<file path="config.mk">
export PLATFORM = sky130hd
export DESIGN_NAME = vfd_scan_ctrl
export DESIGN_NICKNAME = d
export VERILOG_FILES = /design/src/rtl/vfd_scan_pkg.sv /design/src/rtl/vfd_slot_timer.sv /design/src/rtl/vfd_cfg_shadow.sv /design/src/rtl/vfd_out_stage.sv /design/src/rtl/vfd_scan_ctrl.sv
export SDC_FILE = /design/constraint.sdc
export NUM_CORES = 1
export LEC_CHECK = 0
export BUFFER_PORTS_ARGS = -buffer_cell sky130_fd_sc_hd__buf_2
export CORE_AREA = 2 2 243 245
export DETAILED_ROUTE_END_ITERATION = 8
export DIE_AREA = 0 0 245 247
export PLACE_DENSITY_LB_ADDON = 0.08
export REMOVE_ABC_BUFFERS = 1
export SYNTH_ARGS = -nofsm -noshare
export SYNTH_HDL_FRONTEND = slang
export SYNTH_SLANG_ARGS = --single-unit
</file>
<file path="constraint.sdc">
create_clock -name clk -period 5.1 [get_ports clk]
set_clock_uncertainty 0.2 [all_clocks]
set_input_delay 0.255 -clock clk [delete_from_list [all_inputs] [get_ports clk]]
set_output_delay 0.255 -clock clk [all_outputs]
set_load 0.01 [all_outputs]
</file>
<file path="src/rtl/vfd_scan_pkg.sv">
package vfd_scan_pkg;

    // Override encoding on light_i
    typedef enum logic [1:0] {
        LIGHT_NORMAL   = 2'b00,
        LIGHT_ALL_ON   = 2'b01,
        LIGHT_ALL_OFF  = 2'b10,
        LIGHT_ALL_ON_B = 2'b11
    } light_mode_e;

    localparam int DEF_NUM_GRIDS  = 24;
    localparam int DEF_SLOT_CLKS  = 1024;
    localparam int DEF_BLANK_CLKS = 64;
    localparam int DEF_DUTY_W     = 10;

endpackage

</file>
<file path="src/rtl/vfd_slot_timer.sv">
module vfd_slot_timer #(
    parameter int NUM_GRIDS = vfd_scan_pkg::DEF_NUM_GRIDS,
    parameter int SLOT_CLKS = vfd_scan_pkg::DEF_SLOT_CLKS,
    localparam int SLOT_W   = $clog2(SLOT_CLKS),
    localparam int DIG_W    = $clog2(NUM_GRIDS + 1)
) (
    input  logic              clk,
    input  logic              rst,
    input  logic [DIG_W-1:0]  digits_act,
    output logic [SLOT_W-1:0] cnt_o,
    output logic [DIG_W-1:0]  dig_o,
    output logic              frame_end_o
);

    typedef struct packed {
        logic [SLOT_W-1:0] cnt;
        logic [DIG_W-1:0]  dig;
    } tmr_t;

    tmr_t st_d, st_q;
    logic slot_end;
    logic last_dig;

    always_comb begin
        slot_end    = (st_q.cnt == SLOT_W'(SLOT_CLKS - 1));
        last_dig    = (st_q.dig == (digits_act - DIG_W'(1)));
        frame_end_o = slot_end && last_dig;

        st_d = st_q;
        if (rst) begin
            st_d.cnt = '0;
            st_d.dig = '0;
        end else if (slot_end) begin
            st_d.cnt = '0;
            st_d.dig = last_dig ? '0 : st_q.dig + DIG_W'(1);
        end else begin
            st_d.cnt = st_q.cnt + SLOT_W'(1);
        end
    end

    always_ff @(posedge clk) begin
        st_q <= st_d;
    end

    assign cnt_o = st_q.cnt;
    assign dig_o = st_q.dig;

endmodule

</file>
<file path="src/rtl/vfd_cfg_shadow.sv">
module vfd_cfg_shadow #(
    parameter int NUM_GRIDS = vfd_scan_pkg::DEF_NUM_GRIDS,
    parameter int SLOT_CLKS = vfd_scan_pkg::DEF_SLOT_CLKS,
    parameter int BLANK_CLKS = vfd_scan_pkg::DEF_BLANK_CLKS,
    parameter int DUTY_W    = vfd_scan_pkg::DEF_DUTY_W,
    localparam int DIG_W    = $clog2(NUM_GRIDS + 1),
    localparam int DUTY_MAX = SLOT_CLKS - BLANK_CLKS
) (
    input  logic              clk,
    input  logic              rst,
    input  logic              load,
    input  logic [DUTY_W-1:0] duty_i,
    input  logic [DIG_W-1:0]  digits_i,
    output logic [DUTY_W-1:0] duty_o,
    output logic [DIG_W-1:0]  digits_o
);

    typedef struct packed {
        logic [DUTY_W-1:0] duty;
        logic [DIG_W-1:0]  digits;
    } cfg_t;

    cfg_t cfg_d, cfg_q;
    logic [DUTY_W-1:0] duty_clamped;
    logic [DIG_W-1:0]  digits_clamped;

    always_comb begin
        // saturate brightness to the active window length
        if (int'(duty_i) > DUTY_MAX)
            duty_clamped = DUTY_W'(DUTY_MAX);
        else
            duty_clamped = duty_i;

        // a zero count scans one digit, oversize counts scan all grids
        if (digits_i == '0)
            digits_clamped = DIG_W'(1);
        else if (int'(digits_i) > NUM_GRIDS)
            digits_clamped = DIG_W'(NUM_GRIDS);
        else
            digits_clamped = digits_i;

        cfg_d = cfg_q;
        if (rst || load) begin
            cfg_d.duty   = duty_clamped;
            cfg_d.digits = digits_clamped;
        end
    end

    always_ff @(posedge clk) begin
        cfg_q <= cfg_d;
    end

    assign duty_o   = cfg_q.duty;
    assign digits_o = cfg_q.digits;

endmodule

</file>
<file path="src/rtl/vfd_out_stage.sv">
module vfd_out_stage
    import vfd_scan_pkg::*;
#(
    parameter int NUM_GRIDS  = DEF_NUM_GRIDS,
    parameter int SLOT_CLKS  = DEF_SLOT_CLKS,
    parameter int BLANK_CLKS = DEF_BLANK_CLKS,
    parameter int DUTY_W     = DEF_DUTY_W,
    localparam int SLOT_W    = $clog2(SLOT_CLKS),
    localparam int DIG_W     = $clog2(NUM_GRIDS + 1),
    localparam int ACTIVE    = SLOT_CLKS - BLANK_CLKS
) (
    input  logic                           clk,
    input  logic                           rst,
    input  logic [SLOT_W-1:0]              cnt,
    input  logic [DIG_W-1:0]               dig,
    input  logic [DUTY_W-1:0]              duty,
    input  logic [1:0]                     light,
    input  logic [NUM_GRIDS*NUM_GRIDS-1:0] grid_map,
    output logic [NUM_GRIDS-1:0]           grid_o,
    output logic [DIG_W-1:0]               digit_o,
    output logic                           seg_en_o
);

    typedef struct packed {
        logic [NUM_GRIDS-1:0] grid;
        logic [DIG_W-1:0]     dig;
        logic                 seg;
    } out_t;

    out_t out_d, out_q;
    logic [NUM_GRIDS-1:0] map_row [NUM_GRIDS];
    logic [NUM_GRIDS-1:0] sel_row;
    logic                 window;
    logic                 duty_on;
    light_mode_e          mode;

    for (genvar g = 0; g < NUM_GRIDS; g++) begin : g_rows
        assign map_row[g] = grid_map[g*NUM_GRIDS +: NUM_GRIDS];
    end

    always_comb begin
        mode    = light_mode_e'(light);
        window  = (int'(cnt) < ACTIVE);
        duty_on = (int'(cnt) < int'(duty));
        sel_row = '0;
        for (int k = 0; k < NUM_GRIDS; k++) begin
            if (int'(dig) == k) sel_row = map_row[k];
        end

        out_d = out_q;
        if (rst) begin
            out_d.grid = '0;
            out_d.dig  = '0;
            out_d.seg  = 1'b0;
        end else begin
            out_d.grid = window ? sel_row : '0;
            out_d.dig  = dig;
            unique case (mode)
                LIGHT_ALL_ON, LIGHT_ALL_ON_B: out_d.seg = window;
                LIGHT_ALL_OFF:                out_d.seg = 1'b0;
                default:                      out_d.seg = window && duty_on;
            endcase
        end
    end

    always_ff @(posedge clk) begin
        out_q <= out_d;
    end

    assign grid_o   = out_q.grid;
    assign digit_o  = out_q.dig;
    assign seg_en_o = out_q.seg;

endmodule

</file>
<file path="src/rtl/vfd_scan_ctrl.sv">
module vfd_scan_ctrl #(
    parameter int NUM_GRIDS  = vfd_scan_pkg::DEF_NUM_GRIDS,
    parameter int SLOT_CLKS  = vfd_scan_pkg::DEF_SLOT_CLKS,
    parameter int BLANK_CLKS = vfd_scan_pkg::DEF_BLANK_CLKS,
    parameter int DUTY_W     = vfd_scan_pkg::DEF_DUTY_W,
    localparam int SLOT_W    = $clog2(SLOT_CLKS),
    localparam int DIG_W     = $clog2(NUM_GRIDS + 1)
) (
    input  logic                           clk,
    input  logic                           rst,
    input  logic [DUTY_W-1:0]              duty_i,
    input  logic [DIG_W-1:0]               digits_i,
    input  logic [1:0]                     light_i,
    input  logic [NUM_GRIDS*NUM_GRIDS-1:0] grid_map_i,
    output logic [NUM_GRIDS-1:0]           grid_o,
    output logic [DIG_W-1:0]               digit_o,
    output logic                           seg_en_o
);

    logic [SLOT_W-1:0] cnt_w;
    logic [DIG_W-1:0]  dig_w;
    logic              frame_end_w;
    logic [DUTY_W-1:0] duty_act_w;
    logic [DIG_W-1:0]  digits_act_w;

    vfd_cfg_shadow #(
        .NUM_GRIDS (NUM_GRIDS),
        .SLOT_CLKS (SLOT_CLKS),
        .BLANK_CLKS(BLANK_CLKS),
        .DUTY_W    (DUTY_W)
    ) u_cfg (
        .clk     (clk),
        .rst     (rst),
        .load    (frame_end_w),
        .duty_i  (duty_i),
        .digits_i(digits_i),
        .duty_o  (duty_act_w),
        .digits_o(digits_act_w)
    );

    vfd_slot_timer #(
        .NUM_GRIDS(NUM_GRIDS),
        .SLOT_CLKS(SLOT_CLKS)
    ) u_tmr (
        .clk        (clk),
        .rst        (rst),
        .digits_act (digits_act_w),
        .cnt_o      (cnt_w),
        .dig_o      (dig_w),
        .frame_end_o(frame_end_w)
    );

    vfd_out_stage #(
        .NUM_GRIDS (NUM_GRIDS),
        .SLOT_CLKS (SLOT_CLKS),
        .BLANK_CLKS(BLANK_CLKS),
        .DUTY_W    (DUTY_W)
    ) u_out (
        .clk     (clk),
        .rst     (rst),
        .cnt     (cnt_w),
        .dig     (dig_w),
        .duty    (duty_act_w),
        .light   (light_i),
        .grid_map(grid_map_i),
        .grid_o  (grid_o),
        .digit_o (digit_o),
        .seg_en_o(seg_en_o)
    );

endmodule

</file>
==> results of run 1 <==
## path summary, 6_finish.rpt
check | from | to | slack, ps | cells past startpoint
max | u_tmr.dig_o[0] | u_out.grid_o[8] | 910 | 8
min | grid_map_i[446] | u_out.grid_o[14] | 20 | 3
max reg2reg | u_tmr.dig_o[0] | u_out.grid_o[8] | 910 | 8
min reg2reg | u_tmr.cnt_o[0] | u_tmr.cnt_o[0] | 290 | 1
## worst register-to-register path: stages (launching register included)
cell	delay, ps
dfxtp_1	400
inv_1	180
ha_2	740
nand4bb_1	490
nor2_1	1030
a22o_1	290
a221oi_1	80
o21ai_0	480
a2bb2oi_1	220
## metal layers
metal / track usage, % / up-vias / part of all wire, %
met5: 0 / - / 0.21
met4: 6.17 / 24 / 2.0
met3: 5.13 / 100 / 6.6
met2: 46.2 / 583 / 52
met1: 28.2 / 6383 / 40
li1: - / 5944 / -
## what timing repair did
action                    4_1_cts  5_1_grt
hold buffers                   15        0
resized for setup               0        0
hold endpoints to repair       15        0
## logic make-up after synthesis
group / count (synthesis) / share of synthesized area (%)
compound gates: 561 / 44.3
simple gates: 416 / 26.5
buf+inv: 172 / 9.49
flops: 60 / 15.7
xor+xnor: 16 / 1.63
fa+ha+maj: 16 / 2.33
## per-stage QoR
step | setup slack (ps) | hold WS, ps
finish | 912 | 22.0
global route | 658 | 39.4
CTS | 849 | 4.53
detailed placement | 884 | 250
global placement | 1030 | 251
floorplan | 946 | 122
## state kept, by name, indices dropped and copies added, names as in the netlist
name	count
u_cfg.digits_o	5
u_cfg.duty_o	10
u_out.digit_o	5
u_out.grid_o	24
u_out.seg_en_o	1
u_tmr.cnt_o	10
u_tmr.dig_o	5
## cell type report
cell class	instances	area share [%]
multi-input combinational	1009	50.6
clock inverter	7	0.622
sequential	60	10.6
timing repair buffer	672	27.3
tap	773	7.51
clock buffer	9	1.75
inverter	43	1.25
antenna	21	0.408
## power groups by stage
stage               Clock (mW)  Sequential (mW)  Combinational (mW)
global route             0.717            0.520               0.454
finish                   0.677            0.518               0.424
CTS                      0.704            0.519               0.430
detailed placement           0            0.530               0.418
global placement             0            0.530               0.419
floorplan                    0            0.531              0.0778
## layout by cell type (no fill, tap or decap), drive strengths merged, types with 28 or more instances in the layout
cell type  count
dfxtp         45
a221oi        34
nor2         110
a21oi        128
o221ai        30
inv           47
buf          657
o22ai         53
a22oi         28
nand2         85
o21ai        101
nand3         33
==> key figures, run 1 <==
Status
  – Status: finished clean

Final layout
  – Layout cell share with drive strength beyond 1: about 40%
  – Fin area: between 10000 and 15000 µm²
  – Area occupied by registers: 1360 µm²
  – Filler Cell Count: 6728
  – Final Util: between 20% and 30%
  – Multi-input gate area: 6520 µm²
  – Non-filler cells, final: between 2000 and 3000
  – Layout area overhead: 49.7%
  – Final net count: around 2400

Clocking
  – Clk buf depth: 2
  – Worst-Skew Late Latency: about 360 ps
  – TritonCTS clock tree: done
  – # H-tree levels: 3
  – CTS buffer count: 9
  – Num Clock Sinks: 60
  – Clock transition at path regs: ~70 ps
  – Clock root buffer: clkbuf_16
  – Setup bufs post-CTS: 0

Logic synthesis
  – Top-count cell post-synth: a21oi_1
  – Top cells by area, synth: dfxtp_1 (10%), a21oi_1 (7.4%), o21ai_0 (5.3%)
  – Ys flop type: dfxtp_1
  – Number of synthesized flops with an enable pin: 15
  – Ys Warns: 0
  – Synth Instances: roughly 1200
  – Area of the mapped netlist: 8610 µm²
  – Seq/Total Area, Yosys: 15.7%
  – Synth top area share: a little over a tenth
  – Synth async-reset ratio: 0%
  – Syn_area_per_cell: a little under 7 µm²
  – Post-synth top area cell: dfxtp_1
  – Top post-synthesis cells by count: a21oi_1 (127), nor2_1 (108), o21ai_0 (91)
  – Unique cell type count in the Yosys netlist: between 80 and 90
  – Register bit total from synthesis: 60

Setup path
  – Worst path required time: approximately 5200 ps
  – Worst Path Buf+Inv: 1
  – Family with the most delay on the worst path: simple AND/OR/NAND/NOR gates
  – Max incr delay on CP: 1030 ps
  – Arr. time, crit path: between 4000 and 5000 ps
  – Critical path, cell by cell: inv_1 -> ha_2 -> nand4bb_1 -> nor2_1 -> a22o_1 -> a221oi_1 -> o21ai_0 -> a2bb2oi_1
  – CP Launch Type: register
  – Largest fanout on the critical path: 31
  – Critical Path End Type: register
  – Slowest CP cell: nor2_1
  – Class of the most critical setup path: reg2reg

Timing
  – Hold Fails Final Rpt: 0
  – Slew @ Worst Pin: 1310 ps
  – Final Setup Violations: 0
  – Setup TNS: 0 ps
  – Max Slew Vio Count: 0
  – Fin crit period: about 4200 ps
  – Worst slew margin: about 13%
  – Max Freq: 239 MHz
  – RSZ-0062 raised after global routing: false
  – Fin crit share: 82.1%

Routing
  – Via Count: roughly 13000
  – Avg WL per Cell: between 20 and 30 µm
  – DRC: 0
  – DRT antenna net count: 0
  – Drt first pass iters: 5
  – DRT iter0 DRCs: roughly 830
  – Vias per Instance: ~5
  – Final wirelength: 77.7 mm

Pwr
  – Clock power share: between 40% and 50%
  – Combinational share of power: 26.2%
  – Internal power: between 1 and 1.5 mW
  – Leakage: about 5.6 nW
  – Worst VDD drop: 156 µV
  – PD cells: between 100 and 150 nW/µm²
  – Net Sw Frac: around 31%
  – Sequential power share: 32.0%
  – Total Power: 1.62 mW
  – Net load switching power: about 0.5 mW

Floorplanning
  – Die area: between 60000 and 70000 µm²
  – Initial Utilization: between 10 and 15%
  – Die Span X: roughly 250 µm
  – Top Ports: approximately 630
  – DIE HEIGHT: 247 µm
  – CORE AREA: 58200 µm²
  – Placement Rows: 89

Placement
  – Placed inst area: 12400 µm²
  – Placed cells: about 2500
  – HPWL after detailed placement: around 65 mm
  – Count of input and output buffers: roughly 620
  – RePlAce Congestion: a little under 0.9

GRT
  – Total GRT Usage: between 20 and 25%
  – Largest net degree at the start of global routing: 65
  – First-pass GRT wire length: ~100 mm
  – Vias in the first global route: 13393
  – Total gr overflow: 0
  – Initial antenna violation count: 36

Min path
  – Hold Path Class: in2reg

Job
  – Max-cap violation count: 0
(Power assumes the default switching activity.)
==> run 2, diff against run 1 <==
--- a/config.mk
+++ b/config.mk
@@ -6,9 +6,9 @@
 export NUM_CORES = 1
 export LEC_CHECK = 0
 export BUFFER_PORTS_ARGS = -buffer_cell sky130_fd_sc_hd__buf_2
-export CORE_AREA = 2 2 243 245
+export CORE_AREA = 2 2 244 246
 export DETAILED_ROUTE_END_ITERATION = 8
-export DIE_AREA = 0 0 245 247
+export DIE_AREA = 0 0 246 248
 export PLACE_DENSITY_LB_ADDON = 0.08
 export REMOVE_ABC_BUFFERS = 1
 export SYNTH_ARGS = -nofsm -noshare
==> constraint.sdc (replaced) <==
create_clock -name clk -period 4.2 [get_ports clk]
set_clock_uncertainty 0.2 [all_clocks]
set_input_delay 0.21 -clock clk [delete_from_list [all_inputs] [get_ports clk]]
set_output_delay 0.21 -clock clk [all_outputs]
set_load 0.01 [all_outputs]
==> run 2 against run 1 <==
Net effect:
- utilization up 0.44 points
- first-iteration DRC count up 4.4%
- final cell count up 1.2%
- via count up 1.5%
- worst setup slack worse by 440 ps
- sequential power up 21%
- worst hold slack worse by 17 ps
- routed wire length up 2.6%
- die area up 0.81%
- critical endpoint is now u_out.grid_o[16]
- highest routed layer unchanged
- critical path depth up 1
- design area up 2.4%
- critical path type unchanged
- clock power up 11%
- largest cell class unchanged
==> key figures, run 2 (synthesized netlist as in run 1, its figures left out) <==
Min path
  – Hold Path Class: in2reg (unchanged)

Placement
  – RePlAce Congestion: 0.897 (was 0.884)
  – HPWL after detailed placement: 67.5 mm (was 65.0 mm)
  – Placed cells: 2564 (was 2542)
  – Count of input and output buffers: 624 (unchanged)

Final layout
  – Non-filler cells, final: 2625 (was 2594)
  – Final Util: 22.6% (was 22.1%)
  – Max reg flops: 24 (unchanged)
  – Layout area overhead: 53.3% (was 49.7%)
  – Layout cell share with drive strength beyond 1: 40.4% (was 39.9%)
  – Filler Cell Count: 6804 (was 6728)
  – Final net count: 2439 (was 2406)
  – Commonest non-fill, non-tap cell in the layout: buf_2 (unchanged)
  – Commonest cells after routing, fill and taps aside: buf_2 (624), a21oi_1 (127), nor2_1 (108), o21ai_0 (91), nand2_1 (85) (unchanged)

Routing
  – Via Count: 13233 (was 13034)
  – Drt first pass iters: 5 (unchanged)
  – Vias per Instance: 5.04 (was 5.02)
  – DRT iter0 DRCs: 870 (was 833)
  – Final wirelength: 79.7 mm (was 77.7 mm)
  – Avg WL per Cell: 30.4 µm (was 29.9 µm)
  – DRT antenna net count: 0 (unchanged)
  – DRC: 0 (unchanged)

Clocking
  – Setup bufs post-CTS: 0 (unchanged)
  – Clock transition at path regs: 70 ps (about the same)
  – Worst-Skew Late Latency: 360 ps (about the same)
  – CTS buffer count: 9 (unchanged)
  – Num Clock Sinks: 60 (unchanged)
  – # H-tree levels: 3 (unchanged)
  – Clock root buffer: clkbuf_16 (unchanged)
  – Post-CTS resize count: 0 (unchanged)
  – Clk buf depth: 2 (unchanged)
  – TritonCTS clock tree: done (unchanged)

Timing
  – Worst slew margin: 28.4% (was 12.7%)
  – Max Slew Vio Count: 0 (unchanged)
  – Fin crit share: 88.6% (was 82.1%)
  – Hold Fails Final Rpt: 0 (unchanged)
  – Fin crit period: 3720 ps (was 4190 ps)
  – Slew @ Worst Pin: 1060 ps (was 1310 ps)
  – Setup TNS: 0 ps (unchanged)
  – RSZ-0062 raised after global routing: false (unchanged)
  – Final Setup Violations: 0 (unchanged)
  – Max Freq: 269 MHz (was 239 MHz)

Pwr
  – PD cells: 145 nW/µm² (was 126 nW/µm²)
  – Worst VDD drop: 135 µV (was 156 µV)
  – Leakage: 5.80 nW (was 5.64 nW)

Setup path
  – Class of the most critical setup path: reg2reg (unchanged)
  – Worst flop-to-flop path startpoint: u_tmr.dig_o[0] (unchanged)
  – Critical Path End Type: register (unchanged)
  – Crit. Startpoint: u_tmr.dig_o[0] (unchanged)
  – Arr. time, crit path: 3810 ps (was 4270 ps)
  – R2R Setup Slk: 480 ps (was 910 ps)
  – Largest fanout on the critical path: 31 (unchanged)
  – R2R depth: 9 (was 8)
  – Crit Reg-Reg Endpoint: u_out.grid_o[16] (was u_out.grid_o[8])
  – Worst path required time: 4290 ps (was 5190 ps)
  – Worst setup endpoint: u_out.grid_o[16] (was u_out.grid_o[8])
  – CP Launch Type: register (unchanged)

GRT
  – Initial antenna violation count: 28 (was 36)
  – Total gr overflow: 0 (unchanged)
  – Total GRT Usage: 25.1% (was 24.6%)
  – Vias in the first global route: 13607 (was 13393)
  – Largest net degree at the start of global routing: 52 (was 65)
  – First-pass GRT wire length: 107 mm (was 104 mm)

Status
  – Status: finished clean (unchanged)

Floorplanning
  – Placement Rows: 89 (unchanged)
  – Top Ports: 625 (unchanged)
  – Die Span X: 246 µm (was 245 µm)
  – CORE AREA: 58500 µm² (was 58200 µm²)
  – Die area: 61000 µm² (was 60500 µm²)
  – Initial Utilization: 14.7% (was 14.8%)
  – DIE HEIGHT: 248 µm (was 247 µm)

Job
  – Max-cap violation count: 0 (unchanged)
## run 2: cell types whose count changed in the layout (fill, tap and decap cells not counted), sizes merged
cell	before	now
clkinv	0	1
bufinv	1	0
inv	47	46
diode	21	19
buf	657	679
clkinvlp	2	3
dlygate4sd3	15	26
## run 2: cell type report
| type | instances | area [µm²] | area share [%] |
|---|---|---|---|
| multi-input cells | 1009 | 6530 | 49.5 |
| repair buffers | 705 | 3850 | 29.2 |
| flip-flops and latches | 60 | 1360 | 10.3 |
| well taps | 773 | 967 | 7.33 |
| clock buffers | 9 | 225 | 1.71 |
| inverters | 43 | 161 | 1.22 |
| clock inverters | 7 | 60.1 | 0.455 |
| diodes | 19 | 47.5 | 0.360 |
## run 2: worst max-delay path: stages, from the launching register on
cell and delay (ps):
dfxtp_1 420, inv_1 200, ha_4 480, nand4bb_1 640, nor2_2 780, a22oi_1 130
nand3_1 110, dlygate4sd3_1 550, nand2_1 50, o21ai_1 70
## run 2: layer usage
| layer | part of all wire [%] | vias up | GRT usage, % | wire, µm |
|---|---|---|---|---|
| met2 | 51 | 584 | 46.8 | 41000 |
| met5 | 0.13 | - | 0 | 107 |
| li1 | - | 6014 | - | - |
| met3 | 6.1 | 93 | 5.07 | 4890 |
| met4 | 2.1 | 16 | 6.11 | 1640 |
| met1 | 40 | 6526 | 29.0 | 32100 |
## run 2: worst min path at each step
stage	startpoint	endpoint	slack [ps]	cells past startpoint
6_report	grid_map_i[480]	u_out.grid_o[0]	4	5
5_1_grt	rst	u_tmr.cnt_o[4]	20	2
3_3_place_gp	duty_i[7]	u_cfg.duty_o[7]	200	1
4_1_cts	grid_map_i[480]	u_out.grid_o[0]	4	5
2_1_floorplan	rst	u_out.digit_o[0]	80	1
3_5_place_dp	duty_i[6]	u_cfg.duty_o[6]	210	1
## run 2: timing repair
| action | 4_1_cts | 5_1_grt |
|---|---|---|
| hold endpoints to repair | 23 | 0 |
| hold buffers | 26 | 0 |
| setup endpoints to repair | 0 | 0 |
## run 2: through the flow
stage | area, µm² | setup slack, ps | power (mW) | hold slack [ps]
finish | 13200 | 477 | 1.91 | 4.47
global route | 13200 | 288 | 2.00 | 23.6
CTS | 13100 | 453 | 1.95 | 3.53
detailed placement | 12600 | 481 | 1.16 | 207
global placement | 12600 | 559 | 1.17 | 205
floorplan | 7950 | 45.5 | 0.739 | 76.7
## run 2: report_power, final
part	internal, mW	switching (mW)	total (mW)	leakage, nW
combinational	0.279	0.256	0.535	5.15
clock	0.409	0.340	0.749	0.131
sequential	0.616	0.0129	0.629	0.514
total	1.30	0.609	1.91	5.80
==> run 3, diff against run 2 <==
--- a/config.mk
+++ b/config.mk
@@ -9,6 +9,7 @@
 export CORE_AREA = 2 2 244 246
 export DETAILED_ROUTE_END_ITERATION = 8
 export DIE_AREA = 0 0 246 248
+export HOLD_SLACK_MARGIN = 0.1
 export PLACE_DENSITY_LB_ADDON = 0.08
 export REMOVE_ABC_BUFFERS = 1
 export SYNTH_ARGS = -nofsm -noshare
==> constraint.sdc (replaced) <==
create_clock -name clk -period 4.2 [get_ports clk]
set_clock_uncertainty 0.2 [all_clocks]
set_input_delay 0 -clock clk [delete_from_list [all_inputs] [get_ports clk]]
set_output_delay 0 -clock clk [all_outputs]
set_load 0.01 [all_outputs]
==> run 3 against run 2 <==
Net effect:
- routed wire length is 2.1% higher
- register-to-register slack got worse by 390 ps
- final cell count is 7.3% higher
- flip-flop and latch count stayed put
- fmax is 9.6% lower
==> key figures, run 3 (synthesized netlist as in run 1, its figures left out) <==
Routing
  – Via Count: 14029 (was 13233)
  – Final wirelength: 81.4 mm (was 79.7 mm)
  – Avg WL per Cell: 28.9 µm (was 30.4 µm)
  – DRC: 0 (unchanged)
  – Drt first pass iters: 5 (unchanged)
  – Vias per Instance: 4.98 (was 5.04)
  – DRT iter0 DRCs: 951 (was 870)
  – DRT antenna net count: 0 (unchanged)

Clocking
  – CTS buffer count: 9 (unchanged)
  – Worst-Skew Late Latency: 360 ps (about the same)
  – TritonCTS clock tree: done (unchanged)
  – Clock transition at path regs: 70 ps (about the same)
  – Clock root buffer: clkbuf_16 (unchanged)
  – # H-tree levels: 3 (unchanged)
  – Num Clock Sinks: 60 (unchanged)
  – Clk buf depth: 2 (unchanged)

Final layout
  – Commonest non-fill, non-tap cell in the layout: buf_2 (unchanged)
  – Commonest cells after routing, fill and taps aside: buf_2 (624), dlygate4sd3_1 (212), a21oi_1 (127), nor2_1 (106), o21ai_0 (91) (was buf_2 (624), a21oi_1 (127), nor2_1 (108), o21ai_0 (91), nand2_1 (85))
  – Final net count: 2631 (was 2439)
  – Layout area overhead: 75.9% (was 53.3%)
  – Layout cell share with drive strength beyond 1: 37.1% (was 40.4%)
  – Area occupied by registers: 1360 µm² (unchanged)
  – Multi-input gate area: 6550 µm² (was 6530 µm²)
  – Max reg flops: 24 (unchanged)
  – Filler Cell Count: 6726 (was 6804)
  – Final Util: 25.9% (was 22.6%)

Timing
  – Max Slew Vio Count: 0 (unchanged)
  – Final hold slack: 85.8 ps (was 4.47 ps)
  – Fin crit period: 4120 ps (was 3720 ps)
  – Slew @ Worst Pin: 1090 ps (was 1060 ps)
  – Fin crit share: 98.0% (was 88.6%)
  – Worst slew margin: 26.1% (was 28.4%)
  – Max Freq: 243 MHz (was 269 MHz)
  – RSZ-0062 raised after global routing: false (unchanged)
  – Final Setup Violations: 0 (unchanged)
  – Setup TNS: 0 ps (unchanged)
  – Hold Fails Final Rpt: 0 (unchanged)

Min path
  – Hold Path Sink: u_out.grid_o[0] (unchanged)
  – Worst hold start: grid_map_i[312] (was grid_map_i[480])
  – Hold Path Class: in2reg (unchanged)
  – Worst Hold Depth: 4 (was 5)

Setup path
  – Class of the most critical setup path: reg2reg (unchanged)
  – Largest fanout on the critical path: 26 (was 31)
  – Critical Path End Type: register (unchanged)
  – Crit Reg-Reg Endpoint: u_out.grid_o[13] (was u_out.grid_o[16])
  – R2R depth: 8 (was 9)
  – Worst path required time: 4240 ps (was 4290 ps)
  – CP Launch Type: register (unchanged)
  – Arr. time, crit path: 4160 ps (was 3810 ps)
  – Worst flop-to-flop path startpoint: u_tmr.dig_o[0] (unchanged)
  – Slowest CP cell: a211oi_1 (was nor2_2)
  – Critical path, cell by cell: ha_4 -> buf_4 -> or3_1 -> and3_1 -> o211ai_1 -> a211oi_1 -> o32ai_1 -> dlygate4sd3_1 (was inv_1 -> ha_4 -> nand4bb_1 -> nor2_2 -> a22oi_1 -> nand3_1 -> dlygate4sd3_1 -> nand2_1 -> o21ai_1)
  – Max incr delay on CP: 670 ps (was 780 ps)
  – R2R Setup Slk: 80 ps (was 480 ps)

GRT
  – First-pass GRT wire length: 109 mm (was 107 mm)
  – Total GRT Usage: 25.4% (was 25.1%)
  – Largest net degree at the start of global routing: 52 (unchanged)
  – Vias in the first global route: 14440 (was 13607)
  – Initial antenna violation count: 25 (was 28)
  – Total gr overflow: 0 (unchanged)

Placement
  – Count of input and output buffers: 624 (unchanged)
  – HPWL after detailed placement: 67.5 mm (unchanged)
  – RePlAce Congestion: 0.897 (unchanged)

Floorplanning
  – Die area: 61000 µm² (unchanged)
  – CORE AREA: 58500 µm² (unchanged)
  – DIE HEIGHT: 248 µm (unchanged)
  – Placement Rows: 89 (unchanged)
  – Top Ports: 625 (unchanged)
  – Die Span X: 246 µm (unchanged)
  – Initial Utilization: 14.7% (unchanged)

Pwr
  – Leakage: 6.59 nW (was 5.80 nW)
  – Worst VDD drop: 137 µV (was 135 µV)
  – Total Power: 2.00 mW (was 1.91 mW)
  – PD cells: 132 nW/µm² (was 145 nW/µm²)

Status
  – Status: finished clean (unchanged)

Job
  – Max-cap violation count: 0 (unchanged)
[run 3: where the power goes]
part	internal, mW	switching [mW]
clock	0.409	0.340
sequential	0.616	0.0129
combinational	0.349	0.277
total	1.37	0.630
[run 3: worst max path at each step]
| stage | from | end | slack (ps) | cells past startpoint |
|---|---|---|---|---|
| 2_1_floorplan | u_tmr.dig_o[0] | u_out.grid_o[6] | 50 | 8 |
| 3_3_place_gp | u_tmr.dig_o[0] | u_out.grid_o[10] | 560 | 9 |
| 3_5_place_dp | u_tmr.dig_o[0] | u_out.grid_o[10] | 480 | 9 |
| 4_1_cts | u_tmr.dig_o[0] | u_out.grid_o[0] | 10 | 10 |
| 5_1_grt | u_tmr.dig_o[3] | u_out.grid_o[12] | 8 | 11 |
| 6_report | u_tmr.dig_o[0] | u_out.grid_o[13] | 80 | 8 |
[run 3: timing repair]
action / in CTS / in global routing
setup buffers: 0 / 6
hold endpoints to repair: 51 / 0
resized for setup: 0 / 6
setup endpoints to repair: 0 / 15
hold buffers: 212 / 0
[run 3: through the flow]
| step | instances | cell area, µm² | setup slack [ps] |
|---|---|---|---|
| global placement | 2564 | 12600 | 559 |
| global route | 2808 | 15100 | 8.24 |
| CTS | 2792 | 15000 | 14.6 |
| floorplan | 1112 | 7950 | 45.5 |
| detailed placement | 2564 | 12600 | 481 |
| finish | 2816 | 15100 | 83.5 |
[run 3: area by class of cell]
type | instances | share of cell area (%)
diodes | 18 | 0.298
clock buffers | 9 | 1.49
clock inverters | 7 | 0.397
inverters | 43 | 1.07
multi-input cells | 1009 | 43.3
flip-flops and latches | 60 | 8.97
well taps | 773 | 6.39
repair buffers | 897 | 38.1
[run 3: routing by layer]
layer | global-route usage (%) | share of wire (%)
met5 | 0 | 0.13
met4 | 6.60 | 2.1
met3 | 4.88 | 6.8
met2 | 47.2 | 51
met1 | 29.4 | 40
[run 3: worst max-delay path, delay by kind of cell, from the launching register on]
kind                       cells  cell delay (ps)
AOI/OAI and AO/OA              3             1050
DFF                            1              560
buffers and inverters          2              940
and+or+nand+nor                2              790
adders and majority gates      1              450
